$ cat src/rtl/vr_pkg.sv
package vr_pkg;
   localparam int VR_CODE_W     = 6;
   localparam int VR_TOP_CODE   = 'h22;
   localparam int VR_UNITY_CODE = 'h1F;
   localparam int VR_BASE_LOG2  = 8;
   localparam int VR_SEL_W      = 2;
   localparam int VR_WT_W       = 8;
endpackage

$ cat src/rtl/vr_code_clamp.sv
module vr_code_clamp #(
   parameter int CODE_W = vr_pkg::VR_CODE_W,
   parameter logic [CODE_W-1:0] TOP_CODE = CODE_W'(vr_pkg::VR_TOP_CODE),
   parameter bit CLAMP_EN = 1'b1
) (
   input  logic [CODE_W-1:0] code_i,
   output logic [CODE_W-1:0] code_o
);
   generate
      if (CLAMP_EN) begin : g_limit
         assign code_o = (code_i > TOP_CODE) ? TOP_CODE : code_i;
      end else begin : g_pass
         assign code_o = code_i;
      end
   endgenerate
endmodule

$ cat src/rtl/vr_win_timer.sv
module vr_win_timer #(
   parameter int BASE_LOG2 = vr_pkg::VR_BASE_LOG2,
   parameter int SEL_W     = vr_pkg::VR_SEL_W,
   parameter int WT_W      = vr_pkg::VR_WT_W
) (
   input  logic             clk,
   input  logic             rst_n,
   input  logic             load,
   input  logic             run,
   input  logic             tick,
   input  logic [SEL_W-1:0] sel_in,
   output logic             last,
   output logic [WT_W-1:0]  weight
);
   localparam int NSEL  = 1 << SEL_W;
   localparam int CNT_W = BASE_LOG2 + NSEL - 1;
   localparam int SH_W  = SEL_W + 1;
   localparam int WSH_W = $clog2(CNT_W + 1) + 1;

   generate
      if (WT_W > BASE_LOG2) begin : g_bad_wt
         $error("vr_win_timer: WT_W must not exceed BASE_LOG2");
      end
      if (SEL_W < 1) begin : g_bad_sel
         $error("vr_win_timer: SEL_W must be at least 1");
      end
   endgenerate

   logic [CNT_W-1:0] cnt_q;
   logic [SEL_W-1:0] sel_q;
   logic [SH_W-1:0]  lim_sh;
   logic [CNT_W-1:0] lim;
   logic [WSH_W-1:0] wsh;
   logic [CNT_W-1:0] scaled;

   // terminal count: all ones of the selected window length
   assign lim_sh = SH_W'(NSEL - 1) - {1'b0, sel_q};
   assign lim    = {CNT_W{1'b1}} >> lim_sh;
   assign last   = run & tick & (cnt_q == lim);

   assign wsh    = WSH_W'(BASE_LOG2 - WT_W) + WSH_W'(sel_q);
   assign scaled = cnt_q >> wsh;
   assign weight = run ? scaled[WT_W-1:0] : {WT_W{1'b1}};

   always_ff @(posedge clk) begin
      if (!rst_n) begin
         cnt_q <= '0;
         sel_q <= '0;
      end else if (load) begin
         cnt_q <= '0;
         sel_q <= sel_in;
      end else if (run && tick) begin
         cnt_q <= last ? '0 : cnt_q + CNT_W'(1);
      end
   end
endmodule

$ cat src/rtl/vr_vol_ramp.sv
module vr_vol_ramp #(
   parameter int CODE_W = vr_pkg::VR_CODE_W,
   parameter logic [CODE_W-1:0] TOP_CODE   = CODE_W'(vr_pkg::VR_TOP_CODE),
   parameter logic [CODE_W-1:0] UNITY_CODE = CODE_W'(vr_pkg::VR_UNITY_CODE),
   parameter int BASE_LOG2 = vr_pkg::VR_BASE_LOG2,
   parameter int SEL_W     = vr_pkg::VR_SEL_W,
   parameter int WT_W      = vr_pkg::VR_WT_W,
   parameter bit CLAMP_EN  = 1'b1
) (
   input  logic              clk,
   input  logic              rst_n,
   input  logic              sample_tick,
   input  logic [CODE_W-1:0] gain_reg,
   input  logic              soft_en,
   input  logic [SEL_W-1:0]  win_sel,
   input  logic              standby,
   output logic [CODE_W-1:0] gain_act,
   output logic [CODE_W-1:0] gain_eff,
   output logic              busy,
   output logic [WT_W-1:0]   xfade
);
   generate
      if (UNITY_CODE > TOP_CODE) begin : g_bad_unity
         $error("vr_vol_ramp: UNITY_CODE above TOP_CODE");
      end
   endgenerate

   logic [CODE_W-1:0] creg;
   logic [CODE_W-1:0] act_q, act_d;
   logic [CODE_W-1:0] tgt_q, tgt_d;
   logic              busy_q, busy_d;
   logic              win_load;
   logic              win_last;

   vr_code_clamp #(
      .CODE_W(CODE_W), .TOP_CODE(TOP_CODE), .CLAMP_EN(CLAMP_EN)
   ) u_clamp (
      .code_i(gain_reg),
      .code_o(creg)
   );

   vr_win_timer #(
      .BASE_LOG2(BASE_LOG2), .SEL_W(SEL_W), .WT_W(WT_W)
   ) u_timer (
      .clk   (clk),
      .rst_n (rst_n),
      .load  (win_load),
      .run   (busy_q),
      .tick  (sample_tick),
      .sel_in(win_sel),
      .last  (win_last),
      .weight(xfade)
   );

   always_comb begin
      act_d    = act_q;
      tgt_d    = tgt_q;
      busy_d   = busy_q;
      win_load = 1'b0;
      if (!soft_en) begin
         act_d  = creg;
         tgt_d  = creg;
         busy_d = 1'b0;
      end else if (!busy_q) begin
         if (creg != act_q) begin
            win_load = 1'b1;
            tgt_d    = creg;
            busy_d   = 1'b1;
         end
      end else if (win_last) begin
         act_d = tgt_q;
         if (creg != tgt_q) begin
            win_load = 1'b1;
            tgt_d    = creg;
         end else begin
            busy_d = 1'b0;
         end
      end
   end

   always_ff @(posedge clk) begin
      if (!rst_n) begin
         act_q  <= '0;
         tgt_q  <= '0;
         busy_q <= 1'b0;
      end else begin
         act_q  <= act_d;
         tgt_q  <= tgt_d;
         busy_q <= busy_d;
      end
   end

   assign gain_act = act_q;
   assign gain_eff = standby ? UNITY_CODE : act_q;
   assign busy     = busy_q;
endmodule

$ cat config.mk
export PLATFORM = sky130hd
export DESIGN_NAME = vr_vol_ramp
export DESIGN_NICKNAME = d
export VERILOG_FILES = /design/src/rtl/vr_pkg.sv /design/src/rtl/vr_code_clamp.sv /design/src/rtl/vr_win_timer.sv /design/src/rtl/vr_vol_ramp.sv
export SDC_FILE = /design/constraint.sdc
export NUM_CORES = 1
export LEC_CHECK = 0
export BUFFER_PORTS_ARGS = -buffer_cell sky130_fd_sc_hd__clkbuf_2
export CELL_PAD_IN_SITES_DETAIL_PLACEMENT = 1
export CELL_PAD_IN_SITES_GLOBAL_PLACEMENT = 1
export CORE_UTILIZATION = 41
export CTS_CLUSTER_SIZE = 28
export DETAILED_ROUTE_END_ITERATION = 8
export GPL_ROUTABILITY_DRIVEN = 0
export GPL_TIMING_DRIVEN = 0
export PLACE_DENSITY = 0.8
export SKIP_CTS_REPAIR_TIMING = 1
export SLEW_MARGIN = 40
export SYNTH_ARGS = -nofsm -noshare
export SYNTH_HDL_FRONTEND = slang
export SYNTH_SLANG_ARGS = --single-unit
$ cat constraint.sdc
create_clock -name clk -period 2.9 [get_ports clk]
set_clock_uncertainty 0.1 [all_clocks]
set_input_delay 0.58 -clock clk [delete_from_list [all_inputs] [get_ports clk]]
set_output_delay 0.58 -clock clk [all_outputs]
set_load 0.02 [all_outputs]
==> results of run 1 <==
[through the flow]
stage                     setup slack (ns)  cells
final                                0.454    276
after global routing                 0.275    276
after CTS                            0.454    276
after detailed placement             0.167    273
after global placement               0.225    273
after floorplan                      0.506    192
[cells in the final DEF, fill, tap and decap left out, types with 2 or more instances in the layout]
cell / Yosys / final
a211oi_1: 6 / 6
a21oi_1: 5 / 5
buf_2: 3 / 3
buf_4: 3 / 3
clkbuf_1: 6 / 6
clkbuf_2: 0 / 31
clkbuf_8: 0 / 3
dfxtp_1: 26 / 26
inv_1: 5 / 5
mux2i_1: 15 / 15
mux4_2: 8 / 8
nand2_1: 21 / 21
nand2b_1: 8 / 8
nand3_1: 4 / 4
nand4_1: 2 / 2
nor2_1: 18 / 18
nor2b_1: 4 / 4
nor3_1: 8 / 8
nor4bb_1: 2 / 2
o21a_1: 3 / 3
o21ai_0: 2 / 2
o22ai_1: 2 / 2
o31a_1: 3 / 3
or2_2: 5 / 5
xnor2_1: 5 / 5
xor2_1: 8 / 8
[kinds of logic (layout without fill, tap and decap cells)]
logic type / count (synthesis) / in the layout
flops: 26 / 26
buf+inv: 18 / 52
simple gates: 82 / 82
compound gates: 29 / 29
mux: 23 / 23
fa+ha+maj: 1 / 1
xor+xnor: 13 / 13
[registers in the layout, summed over array words and instances, names as in the netlist]
name	count
busy	1
gain_act	6
u_timer.cnt_q	11
tgt_q	6
u_timer.sel_q	2
[worst paths after layout]
check	start	to	slack (ns)	cells after the start
setup / recovery	gain_reg[3]	tgt_q[0]	0.45	7
hold / removal	tgt_q[1]	tgt_q[1]	0.41	2
setup reg to reg	u_timer.cnt_q[0]	u_timer.sel_q[1]	0.62	8
hold reg to reg	tgt_q[1]	tgt_q[1]	0.41	2
[power groups by stage]
stage               Combinational (W)  Clock [W]  Sequential [W]
global route                 0.000191   0.000231        0.000390
CTS                          0.000176   0.000218        0.000387
floorplan                    0.000114          0        0.000399
detailed placement           0.000175          0        0.000396
finish                       0.000175   0.000213        0.000387
global placement             0.000171          0        0.000395
[worst reg2reg max path: stages, from the launching register on]
cell	delay [ns]
dfxtp_1	0.43
ha_1	0.18
nand3_1	0.19
nor4_2	0.42
o21a_1	0.22
o31a_1	0.21
o21a_1	0.14
buf_4	0.16
mux2i_1	0.18
[routing by layer]
layer / GRT usage (%) / up-vias / wire length (um)
met4: 5.32 / 0 / 30
met3: 2.05 / 4 / 134
met5: 0 / - / 0
li1: - / 760 / -
met1: 29.5 / 753 / 2230
met2: 33.5 / 30 / 2030
[area by class of cell]
cell class	instances	area, sq um	area share [%]
plain buffers	13	71.3	3.58
clock buffers	3	41.3	2.07
inverters	5	18.8	0.941
multi-input cells	148	1120	56.4
flip-flops and latches	26	520	26.1
well taps	50	62.6	3.14
repair buffers	31	155	7.78
==> results_dict.tcl, run 1 <==
set metrics [dict create \
    drc_errors 0 \
    globalRoute.totalOverflow 0 \
    clock-root-buffer "clkbuf_8" \
    crit_path_end_kind "flop" \
    filler_cell_count 505 \
    total_number_of_vias 1547 \
    predominant_post_synthesis_flop_cell "dfxtp_1" \
    max_stage_delay_ns 0.48 \
    post_layout_util_pct 49.5 \
    avgSynthCellArea_sq_um 9.04 \
    yosysWarningCount 0 \
    antenna_found_initial 0 \
    detail_route.wirelength_um 4430 \
    core_box_area_sq_um 4030 \
    synth.ff_latch_count 26 \
    ir_drop_uv 161 \
    synth-adder-area-share_pct 0.721 \
    min-delay-path-class "reg2reg" \
    syn_to_final_growth_pct 14.9 \
    slowest_stage "nor3b_4" \
    ratio_of_cells_with_drive_above_1_in_the_final_layout_pct 26.1 \
    timing.critical_path.cells "clkbuf_2 > o41ai_2 > nand2_1 > xor2_1 > a41oi_2 > nor3b_4 > mux2i_1" \
    criticalPathCategory "in2reg" \
    synth_top_area_cell "dfxtp_1" \
    wl_per_cell_um 16.0 \
    place.port_buffers 31 \
    leakage_nw 0.733 \
    wire_length_of_the_first_global_routing_pass_um 7060 \
    synth.area.mux_share_pct 19.0 \
    power.net_switching_w 0.000242 \
    power.share.clock_pct 27.5 \
    cellPowerDensity_nw_per_um2 389 \
    mappedNetlistNets 206 \
    critical_path_peak_fanout 7 \
    crit_family "compound AO/OA/AOI/OAI gates" \
    hpwl_um 3240 \
    synthMostInstantiatedCell "dfxtp_1" \
    grt_setup_unrepaired "false" \
    synth-compound-area-share_pct 13.1 \
    timing.final.crit_period_ns 2.45 \
    placed_cell_area_sq_um 1950 \
    cap_viol_max_count 0 \
    sequentialPowerShare_pct 50.0 \
    synth_top_cells_by_count "dfxtp_1, nand2_1, nor2_1" \
    routed_via_density 5.61 \
    initial_core_util_pct 43.1 \
    total_routing_usage_reported_by_global_routing_pct 20.9 \
    timing_hold_violations_final 0 \
    worstPathRequired_ns 3.01 \
    post-route-cell-area_sq_um 1990 \
    syn_inst 192 \
    cp_data_arrival_time_ns 2.55 \
    start_kind "input pin" \
    yosys-top-cells-area "dfxtp_1, mux4_2, mux2i_1" \
    synth-edff-count 0 \
    p_total_w 0.000775 \
    first_global_vias 1458 \
    final_nets 242 \
    cts_made_buffers 3 \
    synth-seq-area-share_pct 30.0 \
    drt_pass1_iterations 4 \
    post_route_hold_slack_ns 0.412 \
    max_slew_margin_pct 63.5 \
    synth_top_family_by_area "simple AND/OR/NAND/NOR gates" \
    ant_nets 0 \
    power_switching_share_pct 31.2 \
    synth.cell_area_sq_um 1740 \
    ys_types 44 \
    maxClockFrequency_mhz 409 \
    clock_net_sink_count 26 \
    tritoncts "built" \
    final_max_slew_viol_count 0 \
    synthArstFlopShare_pct 0 \
    htree_num_levels 1 \
    n_antenna_cell 0 \
    run_status "finished, final reports clean" \
    cts_buffer_depth 2 \
    boundaryPins 34 \
    power.combinational.fraction_pct 22.6 \
    chipWidth_um 67.1 \
    tightest_slew_ns 0.548 \
    setup_total_negative_slack_ns 0 \
    post_synth_xor_area_fraction_pct 6.56 \
    cp_num_buf_inv 1 \
    p_int_w 0.000533 \
    drt_iter0_drc 47 \
    die_area_sq_um 4500 \
    grt_start_max_net_pins 14 \
    synthSimpleGateAreaFrac_pct 25.4 \
    floorplan_die_height_um 67.1 \
    clk_transition_reported_paths_ns 0.10 \
    synthDominantCellAreaShare_pct 30.0 \
    clk-insertion-delay-late_ns 0.28 \
    fp-row-count 23 \
    fin_crit_sh_pct 84.3 \
    setup-violations-final 0 \
]
Note: power is estimated with default switching activity, not from simulation.
==> inputs of run 2 (changes only) <==
--- a/config.mk
+++ b/config.mk
@@ -5,15 +5,16 @@
 export SDC_FILE = /design/constraint.sdc
 export NUM_CORES = 1
 export LEC_CHECK = 0
+export ABC_AREA = 1
 export BUFFER_PORTS_ARGS = -buffer_cell sky130_fd_sc_hd__clkbuf_2
 export CELL_PAD_IN_SITES_DETAIL_PLACEMENT = 1
 export CELL_PAD_IN_SITES_GLOBAL_PLACEMENT = 1
-export CORE_UTILIZATION = 41
+export CORE_UTILIZATION = 38
 export CTS_CLUSTER_SIZE = 28
 export DETAILED_ROUTE_END_ITERATION = 8
 export GPL_ROUTABILITY_DRIVEN = 0
 export GPL_TIMING_DRIVEN = 0
-export PLACE_DENSITY = 0.8
+export PLACE_DENSITY = 0.81
 export SKIP_CTS_REPAIR_TIMING = 1
 export SLEW_MARGIN = 40
 export SYNTH_ARGS = -nofsm -noshare
==> constraint.sdc (replaced) <==
create_clock -name clk -period 2.5 [get_ports clk]
set_clock_uncertainty 0.1 [all_clocks]
set_input_delay 0.5 -clock clk [delete_from_list [all_inputs] [get_ports clk]]
set_output_delay 0.5 -clock clk [all_outputs]
set_load 0.02 [all_outputs]
==> run 2 against run 1 <==
  * The run now ends with design-rule violations left
  * Register-to-register slack worse by 0.07 ns
  * First-iteration DRC count is 49% higher
  * Non-clock buffer count down 4
  * Routed wire length is 13% higher
  * Worst setup slack got worse by 0.20 ns
  * Flip-flop and latch count stayed put
  * Via count grew 26%
  * Clock-buffer cell count is 1 higher
  * Final area up 3.7%
  * Area after synthesis rose by 3.2%
  * Combinational power up 35%
  * Power grew 26%
  * Highest routed layer unchanged
==> results_dict.tcl, run 2 <==
set metrics [dict create \
    setup-violations-final 0 \
    reg2reg_from "u_timer.cnt_q[1]" \
    worstSetupPathDepth 6 \
    most-common-layout-cells "nand2_1, inv_1, clkbuf_2" \
    drt_pass1_iterations 9 \
    fin_crit_sh_pct 89.7 \
    mappedNetlistNets 305 \
    slowest_stage "o21ai_0" \
    multiInputGateArea_sq_um 1070 \
    ant_nets 0 \
    criticalPathCategory "reg2out" \
    yosys-top-cells-area "dfxtp_1, nand2_1, nand3_1" \
    place.port_buffers 31 \
    fp-row-count 24 \
    drc_errors 4 \
    filler_cell_count 624 \
    cap_viol_max_count 0 \
    final_nets 341 \
    die_area_sq_um 4990 \
    crit_path_frequent_cell "clkbuf_2" \
    final_max_slew_viol_count 0 \
    ir_drop_uv 197 \
    post_layout_util_pct 46.5 \
    cts_buffer_depth 2 \
    cp_num_buf_inv 3 \
    min_delay_path_depth 2 \
    timing.critical_path.cells "buf_2 > clkbuf_2 > o21ai_0 > nand2_1 > nand3_1 > clkbuf_2" \
    synth.cell_area_sq_um 1790 \
    synth_top_cells_by_count "nand2_1, inv_1, dfxtp_1, nand3_1, nor2_1" \
    initial_core_util_pct 40.3 \
    wire_length_of_the_first_global_routing_pass_um 8830 \
    clock-root-buffer "clkbuf_8" \
    ratio_of_cells_with_drive_above_1_in_the_final_layout_pct 22.4 \
    start_kind "flop" \
    post-route-cell-area_sq_um 2070 \
    setup_total_negative_slack_ns 0 \
    n_antenna_cell 0 \
    critical_path_peak_fanout 10 \
    syn_to_final_growth_pct 15.4 \
    cellPowerDensity_nw_per_um2 471 \
    predominant_post_synthesis_flop_cell "dfxtp_1" \
    timing.final.crit_period_ns 2.24 \
    antenna_found_initial 0 \
    routed_via_density 5.17 \
    boundaryPins 34 \
    synth-edff-count 0 \
    leakage_nw 0.926 \
    globalRoute.totalOverflow 0 \
    r2r_cells 13 \
    floorplan_die_height_um 70.7 \
    post_route_hold_slack_ns 0.406 \
    synthMostInstantiatedCell "nand2_1" \
    grt_setup_unrepaired "false" \
    placed_cell_area_sq_um 2010 \
    total_number_of_vias 1955 \
    syn_inst 291 \
    failed_checks "design-rule violations" \
    synth.ff_latch_count 26 \
    synth_top_area_cell "dfxtp_1" \
    seqCellArea_sq_um 520 \
    tightest_slew_ns 0.529 \
    registers.top_by_ff_count "u_timer.cnt_q" \
    grt_start_max_net_pins 15 \
    hpwl_um 3980 \
    synthDominantCellAreaShare_pct 29.1 \
    clk_transition_reported_paths_ns 0.10 \
    worstPathRequired_ns 1.90 \
    timing_hold_violations_final 0 \
    clock_net_sink_count 26 \
    avgSynthCellArea_sq_um 6.16 \
    clk-insertion-delay-late_ns 0.28 \
    tritoncts "built" \
    max_reg_flops 11 \
    min-delay-path-class "reg2reg" \
    chipWidth_um 70.7 \
    drt_iter0_drc 70 \
    total_routing_usage_reported_by_global_routing_pct 21.9 \
    synth-seq-area-share_pct 29.1 \
    max_slew_margin_pct 64.7 \
    core_box_area_sq_um 4440 \
    ys_types 34 \
    htree_num_levels 1 \
    critPathLaunch "u_timer.sel_q[0]" \
    wl_per_cell_um 13.2 \
    crit_path_end_kind "output pin" \
    detail_route.wirelength_um 5000 \
    cp_data_arrival_time_ns 1.64 \
    hold_path_startpoint "tgt_q[4]" \
    mostFrequentLayoutCell "nand2_1" \
    synthArstFlopShare_pct 0 \
    max_stage_delay_ns 0.32 \
    cts_made_buffers 3 \
    yosysWarningCount 0 \
    maxClockFrequency_mhz 446 \
    p_total_w 0.000974 \
    crit_family "buffers and inverters" \
    run_status "complete, but fails checks" \
    first_global_vias 1945 \
]
run 2: cell count changes after synthesis, sizes merged, moves of 5 or more:
cell | previous run | this run
nor3 | 9 | 4
xor2 | 8 | 3
a211oi | 6 | 1
mux2i | 15 | 0
nand3 | 4 | 28
mux4 | 8 | 0
a21oi | 5 | 10
o21ai | 2 | 25
nand2b | 8 | 0
inv | 5 | 38
nor2 | 18 | 36
nand2 | 21 | 91
run 2: metal layers:
metal  GRT usage (%)  routed length [um]
met1            26.8                2310
met2            40.6                2480
met3            2.28                 132
met4            6.22                  74
met5               0                   0
run 2: cell families (layout without fill, tap and decap cells):
kind of cell               count (synthesis)  after routing  synth area share [%]
DFF                                       26             26                  29.1
xor gates and xnor gates                   5              5                  2.44
AOI/OAI and AO/OA                         43             43                  12.8
and+or+nand+nor                          167            167                  43.6
adders and majority gates                  1              1                 0.698
buffers and inverters                     49             84                  11.4
run 2: path summary, 6_finish.rpt:
kind	end	slack, ns
worst max-delay path	xfade[4]	0.26
worst min-delay path	gain_act[4]	0.41
worst max register to register	u_timer.cnt_q[2]	0.55
worst min register to register	gain_act[4]	0.41
run 2: per-stage QoR:
stage,cells,setup WS [ns]
after CTS,378,0.140
after floorplan,291,0.632
final,378,0.258
after global routing,378,0.121
after global placement,374,0.405
after detailed placement,374,0.345
run 2: where the power goes:
group,switching [W],internal [W],total [W],leakage (nW)
sequential,0.0000180,0.000432,0.000450,0.213
combinational,0.000159,0.0000763,0.000236,0.685
clock,0.000148,0.000141,0.000289,0.0288
total,0.000325,0.000650,0.000974,0.926
run 2: layout make-up:
type / count / area share, %
Timing Repair Buffer: 31 / 7.50
Clock buffer: 4 / 2.66
Sequential cell: 26 / 25.2
Multi-Input combinational cell: 216 / 51.6
Tap cell: 52 / 3.15
Buffer: 9 / 2.36
Inverter: 40 / 7.56
run 2: worst reg2reg max path, cell delays in order, from the launching register on:
cell      delay [ns]
dfxtp_1         0.42
ha_1            0.17
inv_1           0.06
nor3_2          0.17
nand4_2         0.17
clkinv_2        0.11
nand2_4         0.08
clkinv_4        0.09
nand2_4         0.06
nand2_4         0.08
nand2_2         0.05
nand2_2         0.07
buf_6           0.17
nor2_2          0.05
